$ cat src/rtl/pwl_dds_pkg.sv
package pwl_dds_pkg;

    localparam int SEG_W = 3;

    // One slope as up to two right-shifted copies of the offset
    typedef struct packed {
        logic       a_en;
        logic [1:0] a_sh;
        logic       b_en;
        logic [1:0] b_sh;
    } slope_t;

    // Intercepts in units of 1/1024 of full scale
    function automatic logic [9:0] seg_icpt(input logic [SEG_W-1:0] s);
        logic [9:0] v;
        unique case (s)
            3'd0: v = 10'd2;
            3'd1: v = 10'd191;
            3'd2: v = 10'd384;
            3'd3: v = 10'd552;
            3'd4: v = 10'd697;
            3'd5: v = 10'd819;
            3'd6: v = 10'd909;
            default: v = 10'd971;
        endcase
        return v;
    endfunction

    function automatic slope_t seg_slope(input logic [SEG_W-1:0] s);
        slope_t v;
        unique case (s)
            3'd0, 3'd1: v = '{a_en: 1'b1, a_sh: 2'd0, b_en: 1'b1, b_sh: 2'd1}; // 1.5
            3'd2:       v = '{a_en: 1'b1, a_sh: 2'd0, b_en: 1'b1, b_sh: 2'd2}; // 1.25
            3'd3:       v = '{a_en: 1'b1, a_sh: 2'd0, b_en: 1'b1, b_sh: 2'd3}; // 1.125
            3'd4:       v = '{a_en: 1'b1, a_sh: 2'd0, b_en: 1'b0, b_sh: 2'd0}; // 1
            3'd5:       v = '{a_en: 1'b1, a_sh: 2'd1, b_en: 1'b1, b_sh: 2'd2}; // 0.75
            3'd6:       v = '{a_en: 1'b1, a_sh: 2'd1, b_en: 1'b0, b_sh: 2'd0}; // 0.5
            default:    v = '{a_en: 1'b1, a_sh: 2'd3, b_en: 1'b0, b_sh: 2'd0}; // 0.125
        endcase
        return v;
    endfunction

endpackage

$ cat src/rtl/pwl_phase_acc.sv
module pwl_phase_acc #(
    parameter int ACC_W = 20,
    parameter int PH_W  = 12
) (
    input  logic             clk,
    input  logic             rst,
    input  logic             en,
    input  logic [ACC_W-1:0] fcw,
    output logic [ACC_W-1:0] phase_q,
    output logic [PH_W-1:0]  ph_trunc
);
    always_ff @(posedge clk) begin
        if (rst) begin
            phase_q <= '0;
        end else if (en) begin
            phase_q <= phase_q + fcw;
        end
    end

    assign ph_trunc = phase_q[ACC_W-1 -: PH_W];
endmodule

$ cat src/rtl/pwl_quadrant_fold.sv
module pwl_quadrant_fold #(
    parameter int PH_W = 12
) (
    input  logic [PH_W-1:0]                         ph,
    output logic                                    negate,
    output logic [pwl_dds_pkg::SEG_W-1:0]           seg,
    output logic [PH_W-3-pwl_dds_pkg::SEG_W:0]      off
);
    localparam int LOW_W = PH_W - 2;

    logic [LOW_W-1:0] low;
    logic [LOW_W-1:0] folded;

    assign low    = ph[LOW_W-1:0];
    assign folded = ph[PH_W-2] ? ~low : low;
    assign seg    = folded[LOW_W-1 -: pwl_dds_pkg::SEG_W];
    assign off    = folded[LOW_W-1-pwl_dds_pkg::SEG_W:0];
    assign negate = ph[PH_W-1];
endmodule

$ cat src/rtl/pwl_segment_eval.sv
module pwl_segment_eval #(
    parameter int OFF_W  = 7,
    parameter int FRAC_W = 3,
    parameter int MAG_W  = 10
) (
    input  logic [pwl_dds_pkg::SEG_W-1:0] seg,
    input  logic [OFF_W-1:0]              off,
    output logic [MAG_W-1:0]              mag
);
    import pwl_dds_pkg::*;

    localparam int OPW     = MAG_W + FRAC_W;
    localparam int SUM_W   = OPW + 1;
    localparam int WHOLE_W = SUM_W - FRAC_W;
    localparam int N_SH    = 4;
    localparam int MAG_MAX = (1 << MAG_W) - 1;

    logic [OPW-1:0]   base;
    logic [OPW-1:0]   shifted [N_SH];
    slope_t           sl;
    logic [OPW-1:0]   term_a;
    logic [OPW-1:0]   term_b;
    logic [OPW-1:0]   icpt_x;
    logic [SUM_W-1:0] sum;
    logic [SUM_W-1:0] rnd;
    logic [WHOLE_W-1:0] whole;

    assign base = {{(OPW-OFF_W-FRAC_W){1'b0}}, off, {FRAC_W{1'b0}}};

    for (genvar k = 0; k < N_SH; k++) begin : g_shift
        assign shifted[k] = base >> k;
    end

    always_comb begin
        sl     = seg_slope(seg);
        term_a = sl.a_en ? shifted[sl.a_sh] : '0;
        term_b = sl.b_en ? shifted[sl.b_sh] : '0;
        icpt_x = {seg_icpt(seg), {FRAC_W{1'b0}}};
        sum    = {1'b0, term_a} + {1'b0, term_b} + {1'b0, icpt_x};
        rnd    = sum + SUM_W'(1 << (FRAC_W - 1));
        whole  = rnd[SUM_W-1:FRAC_W];
        if (whole > WHOLE_W'(MAG_MAX)) begin
            mag = MAG_W'(MAG_MAX);
        end else begin
            mag = whole[MAG_W-1:0];
        end
    end
endmodule

$ cat src/rtl/pwl_sine_synth.sv
module pwl_sine_synth #(
    parameter int ACC_W  = 20,
    parameter int PH_W   = 12,
    parameter int OUT_W  = 11,
    parameter int FRAC_W = 3
) (
    input  logic                    clk,
    input  logic                    rst,
    input  logic                    en,
    input  logic [ACC_W-1:0]        fcw,
    output logic signed [OUT_W-1:0] sample,
    output logic                    valid
);
    localparam int SEG_W = pwl_dds_pkg::SEG_W;
    localparam int OFF_W = PH_W - 2 - SEG_W;
    localparam int MAG_W = PH_W - 2;

    logic [ACC_W-1:0]        phase_q;
    logic [PH_W-1:0]         ph_trunc;
    logic                    negate;
    logic [SEG_W-1:0]        seg;
    logic [OFF_W-1:0]        off;
    logic [MAG_W-1:0]        mag;
    logic signed [OUT_W-1:0] mag_s;
    logic signed [OUT_W-1:0] sample_d;

    pwl_phase_acc #(.ACC_W(ACC_W), .PH_W(PH_W)) u_acc (
        .clk(clk), .rst(rst), .en(en), .fcw(fcw),
        .phase_q(phase_q), .ph_trunc(ph_trunc)
    );

    pwl_quadrant_fold #(.PH_W(PH_W)) u_fold (
        .ph(ph_trunc), .negate(negate), .seg(seg), .off(off)
    );

    pwl_segment_eval #(.OFF_W(OFF_W), .FRAC_W(FRAC_W), .MAG_W(MAG_W)) u_eval (
        .seg(seg), .off(off), .mag(mag)
    );

    always_comb begin
        mag_s    = {{(OUT_W-MAG_W){1'b0}}, mag};
        sample_d = negate ? -mag_s : mag_s;
    end

    always_ff @(posedge clk) begin
        if (rst) begin
            sample <= '0;
            valid  <= 1'b0;
        end else begin
            valid <= en;
            if (en) begin
                sample <= sample_d;
            end
        end
    end
endmodule

$ cat config.mk
export PLATFORM = sky130hd
export DESIGN_NAME = pwl_sine_synth
export DESIGN_NICKNAME = d
export VERILOG_FILES = /design/src/rtl/pwl_dds_pkg.sv /design/src/rtl/pwl_phase_acc.sv /design/src/rtl/pwl_quadrant_fold.sv /design/src/rtl/pwl_segment_eval.sv /design/src/rtl/pwl_sine_synth.sv
export SDC_FILE = /design/constraint.sdc
export NUM_CORES = 1
export LEC_CHECK = 0
export BUFFER_PORTS_ARGS = -buffer_cell sky130_fd_sc_hd__buf_2
export CORE_MARGIN = 4
export CORE_UTILIZATION = 55
export DETAILED_ROUTE_END_ITERATION = 10
export PLACE_DENSITY = 0.75
export SYNTH_ARGS = -nofsm -noshare
export SYNTH_HDL_FRONTEND = slang
export SYNTH_SLANG_ARGS = --single-unit
$ cat constraint.sdc
create_clock -name clk -period 7.8 [get_ports clk]
set_input_delay 1.17 -clock clk [delete_from_list [all_inputs] [get_ports clk]]
set_output_delay 1.17 -clock clk [all_outputs]
set_load 0.05 [all_outputs]
Word level (Yosys, flattened, before mapping):

Cells that the tools add are included.

* register bits: 32
* output and inout port bits: 12

* $add $sub $neg: 5
* order comparisons: 3
* eq/ne operators: 6
* mux-type cells: 13
* bitwise gates (word level): 3
* reduce and logical (&&, ||, !) cells: 2

Operators by type and width (number)
* two-way mux 13 bit: 6
* one-hot mux 10 bit (7 select lines): 1
* binary-select mux 13 bit (select 2 bit): 2
* one-hot mux 5 bit (6 select lines): 1
* adder 20 bit: 1
* two-way mux 10 bit: 2
* adder 13 x 13 -> 14 bit: 1
* adder 14 x 13 -> 14 bit: 1
* adder 14 x 3 -> 14 bit, second input constant: 1
* > comparator 11 x 10 -> 1 bit, second input constant: 1
* two-way mux 11 bit: 1
* negator 10 -> 11 bit: 1
* inverter 10 bit: 1
* == test 3 bit, second input constant: 3
* == test 3 x 2 -> 1 bit, second input constant: 2
* greater-or-equal comparator 3 bit, second input constant: 2
* inverter 2 -> 3 bit: 2
* == test 3 x 1 -> 1 bit, second input constant: 1
* zero test 3 bit: 1
* OR reduction 2 bit: 1

Depth between registers and ports, before layout:

* depth after elaboration: 17
* gate-level depth with buffers: 27
* mapped depth without buffers: 25

Modules after synthesis:

Synthesis repeated with hierarchy kept, for this count alone.

* cell total of the unflattened synthesis: 498
* area, all modules: 3876.2 µm²

By module, submodules not included
* pwl_phase_acc: times used 1, cells an instance 251, area an instance 1991.9 µm², sequential area each 400.4 µm²
* pwl_segment_eval: times used 1, cells an instance 156, area an instance 1092.3 µm², sequential area each 0.0 µm²
* pwl_sine_synth: times used 1, cells an instance 79, area an instance 685.7 µm², sequential area each 240.2 µm²
* pwl_quadrant_fold: times used 1, cells an instance 12, area an instance 106.4 µm², sequential area each 0.0 µm²

Worst setup path before layout:

OpenSTA, ideal clock, no wires.

* path type: register -> register
* start: reg u_acc.phase_q[17]
* end: reg sample[8]
* setup time: 132 ps
* arrival time: 5682 ps
* data required time: 7668 ps
* setup slack: 1986 ps
* stages on the path, launching flop included: 26
* buffers on the path: 2
* cells stage by stage: dfxtp_1 > clkbuf_1 > nand2_1 > o22ai_1 > mux2_2 > o22ai_1 > nand2_1 > o211ai_1 > o21ai_0 > fa_1 > inv_1 > ha_1 > buf_2 > o21a_1 > a2111oi_2 > o31ai_4 > a21oi_2 > nor2_2 > nor2_1 > ha_1 > or3b_4 > or4_4 > a21oi_2 > o21ai_0 > o21ai_1 > a211oi_2

* cells in the longest elaborated chain, start to end: 17
* elaborated cells between the ends (all ways): 29

RTL lines
* from (decl): RTL line pwl_phase_acc.sv:9 `output logic [ACC_W-1:0] phase_q,`
* from (signal assigned): RTL line pwl_phase_acc.sv:16 `phase_q <= phase_q + fcw;`
* inverter 10 bit: RTL line pwl_quadrant_fold.sv:15 `assign folded = ph[PH_W-2] ? ~low : low;`
* two-way mux 10 bit *: RTL line pwl_quadrant_fold.sv:15
* == test 3 x 1 -> 1 bit / zero test 3 bit (equally long branches): RTL line pwl_dds_pkg.sv:16, pwl_dds_pkg.sv:31
* OR reduction 2 bit: RTL line pwl_dds_pkg.sv:31 `unique case (s)`
* one-hot mux 5 bit (6 select lines): RTL line pwl_dds_pkg.sv:31
* inverter 2 -> 3 bit (on tied branches): RTL line pwl_segment_eval.sv:36, pwl_segment_eval.sv:37
* binary-select mux 13 bit (select 2 bit) (on tied branches): RTL line pwl_segment_eval.sv:36, pwl_segment_eval.sv:37
* two-way mux 13 bit (on tied branches) (3 in a row): RTL line pwl_segment_eval.sv:36, pwl_segment_eval.sv:37
* adder 13 x 13 -> 14 bit: RTL line pwl_segment_eval.sv:39 `sum = {1'b0, term_a} + {1'b0, term_b} + {1'b0, icpt_x};`
* adder 14 x 13 -> 14 bit *: RTL line pwl_segment_eval.sv:39
* adder 14 x 3 -> 14 bit *: RTL line pwl_segment_eval.sv:40 `rnd = sum + SUM_W'(1 << (FRAC_W - 1));`
* > comparator 11 x 10 -> 1 bit: RTL line pwl_segment_eval.sv:42 `if (whole > WHOLE_W'(MAG_MAX)) begin`
* two-way mux 10 bit *: RTL line pwl_segment_eval.sv:42
* negator 10 -> 11 bit: RTL line pwl_sine_synth.sv:42 `sample_d = negate ? -mag_s : mag_s;`
* two-way mux 11 bit *: RTL line pwl_sine_synth.sv:42
* to (signal assigned): RTL line pwl_sine_synth.sv:52 `sample <= sample_d;`
* to (decl): RTL line pwl_sine_synth.sv:11 `output logic signed [OUT_W-1:0] sample,`

Every way passes the cells marked *; elsewhere a longest branch is shown, timed or not. The select of a mux whose other input is x is not followed.
A chain may end at the register's enable or synchronous reset.

Worst setup path after layout:

* start: reg u_acc.phase_q[16]
* end: reg sample[8]

The elaborated chain is that of the path after synthesis.

==> results.tsv <==
metric	value	unit
die_h	90.6	um
synthTopCellsByArea	dfxtp_1, ha_1, nor2_1, xnor2_1, mux2i_1	
drc	0	
ctsHoldBuffers	0	
h-tree-depth	2	
max_cap_viol_count	0	
clock_sink_count	32	
path_buf_inv	1	
slowest_delay	0.94	ns
dieArea	0.00820	mm^2
ioPinCount	35	
slew_headroom	0.375	
place_congestion	0.916	
cts_buffer_depth	2	
tightest_slew	0.936	ns
dp_hpwl	6970	um
crit_path_end	sample[8]	
syn_to_final_growth	7.88	%
setup_total_negative_slack	0	ns
ir_drop	170	uV
rows	29	
path_cells	nor2b_1 -> o22ai_1 -> mux2_2 -> o22ai_1 -> nand2_1 -> o211ai_1 -> o21ai_0 -> fa_1 -> inv_1 -> ha_1 -> o21a_1 -> a2111oi_2 -> o31ai_4 -> a21oi_2 -> nor2_2 -> nor2_1 -> ha_1 -> or3b_4 -> or4_4 -> a21oi_2 -> o21ai_0 -> o21ai_1 -> a211oi_2	
synth_area_leader_cell	dfxtp_1	
synth_edf_count	0	
grt_usage	0.225	
p_leak	1.80	nW
startpoint	u_acc.phase_q[16]	
core	0.00649	mm^2
grt_use_met2	0.375	
ys_seq_elements	32	
rsz0062_at_grt	false	
drive_above_1_share	0.121	
via_count	3620	
period_minus_slack	6.70	ns
status	completed	
critPathSlowestCell	dfxtp_1	
via_per_inst	6.07	
gr-usage-met3	0.0292	
grt_pass1_vias	3380	
drt_pass1_iterations	5	
grt_pass1_wl	15700	um
period_share	0.859	
crit_path_end_kind	flop	
synth.top_cell.area_share	0.171	
wl	9120	um
grt_overflow_total	0	
worst-path-max-fanout	32	
antenna_left	0	
reg2reg_setup_slack	1.10	ns
critPathTopFamily	compound AO/OA/AOI/OAI gates	
busiest_layer	met2	
clkSlewWorstSetupHoldPaths	0.07	ns
start_util	0.577	
pre_cts_ws	1.25	ns
grt_use_met1	0.305	
timing.final.ws_setup	1.10	ns
pwr-share-seq	0.152	
rr_endpoint	sample[8]	
cts_made_buffers	5	
async_flop_share	0	
powerDensity	411	mW/mm^2
syn_nets	566	
ys_warn_count	0	
yosysSeqAreaShare	0.171	
p_int	801	uW
ys.flop_type	dfxtp_1	
max_freq	149	MHz
clk_latency	0.29	ns
p_comb_frac	0.742	
cp.arrival	6.85	ns
min_path_cells	2	
die_x	90.6	um
antenna_cells	0	
switching_share	0.518	
synth_cell_types	63	
path_depth	23	
clock_power_share	0.107	
yosysMostFrequentCell	nor2_1	
required	7.95	ns
antenna_found_initial	0	
cts.repair.resized	0	
power	1.66	mW
synth_area_per_cell	7.44	um^2
syn_inst	504	
skew	0.00820	ns
cts_tree	yes	
yosys-top-cells-count	nor2_1, nand2_1, o21ai_0	
slew_viol_final	0	
hold_viol_final	0	
r2r-start	u_acc.phase_q[16]	
critical_path_class	flop to flop	
cts_root_buffer	clkbuf_8	
hp-class	flop to flop	
cts_setup_buffers	0	
netlist_area	0.00375	mm^2
r2r_cells	23	
numPortBuffers	34	
grt_max_degree	34	
startpoint_type	flop	
setup_viol	0	
fin_nets	580	
wire_per_inst	15.3	um
p_switching	860	uW
drt-initial-drc-count	323	
-- layout by cell type, fill, tap and decap left out, drive strengths merged, types with 4 or more instances in the layout --
cell	n
xor2	10
nand2	41
nor2b	6
o21a	6
or3	4
dfxtp	32
o22ai	14
a22oi	7
nor3	7
o31ai	5
mux2i	20
a21o	11
inv	33
fa	8
ha	31
clkbuf	7
mux2	4
o211ai	7
nand3	10
nand2b	8
buf	36
a31oi	4
a21oi	35
nor2	60
xnor2	24
a211oi	11
o21ai	39
-- cell families after synthesis --
logic type                 synth area share
AOI/OAI and AO/OA                     0.284
and+or+nand+nor                       0.188
buffers and inverters                0.0631
adders and majority gates             0.146
xor gates and xnor gates             0.0814
DFF                                   0.171
muxes                                0.0654
other                               0.00100
-- cell type report --
cell class,count,area [um^2]
Clock buffer,7,96.3
Clock inverter,1,30.0
Fill cell,566,2450
Inverter,33,124
Multi-Input combinational cell,410,2870
Sequential cell,32,641
Tap cell,77,96.3
Timing Repair Buffer,36,185
-- worst min-delay path by stage --
stage,startpoint,endpoint
floorplan,u_acc.phase_q[6],u_acc.phase_q[6]
CTS,sample[6],sample[6]
global route,sample[10],sample[10]
detailed placement,sample[6],sample[6]
finish,sample[10],sample[10]
global placement,sample[9],sample[9]
-- per-stage QoR --
| step | instance area, um^2 | std cells | hold slack, ns | util |
|---|---|---|---|---|
| finish | 4040 | 596 | 0.477 | 0.623 |
| floorplan | 3750 | 504 | 0.463 | - |
| CTS | 4040 | 596 | 0.484 | 0.623 |
| global placement | 3920 | 588 | 0.455 | 0.603 |
| detailed placement | 3920 | 588 | 0.472 | 0.603 |
| global route | 4040 | 596 | 0.500 | 0.623 |
-- sequential cells by signal, indices dropped and copies added (netlist names) --
register	flops
u_acc.phase_q	20
valid	1
sample	11
-- routing by layer --
metal	routed length, um	part of all wire
met4	164	0.018
met3	586	0.064
met2	4240	0.47
met1	4130	0.45
met5	0	0
-- power by group through the flow --
stage | Clock [mW] | Combinational [mW] | Sequential (mW)
after floorplan | 0 | 0.950 | 0.288
after global routing | 0.186 | 1.37 | 0.259
after CTS | 0.180 | 1.23 | 0.250
after detailed placement | 0 | 1.22 | 0.254
after global placement | 0 | 1.19 | 0.252
final | 0.177 | 1.23 | 0.252
-- worst min-delay path: cells and delay by family, from the launching register on --
kind / cells / cell delay (ns)
AND/OR/NAND/NOR: 1 / 0.06
AO/OA/AOI/OAI: 1 / 0.05
flip-flops: 1 / 0.32
Note: power is estimated with default switching activity, not from simulation.
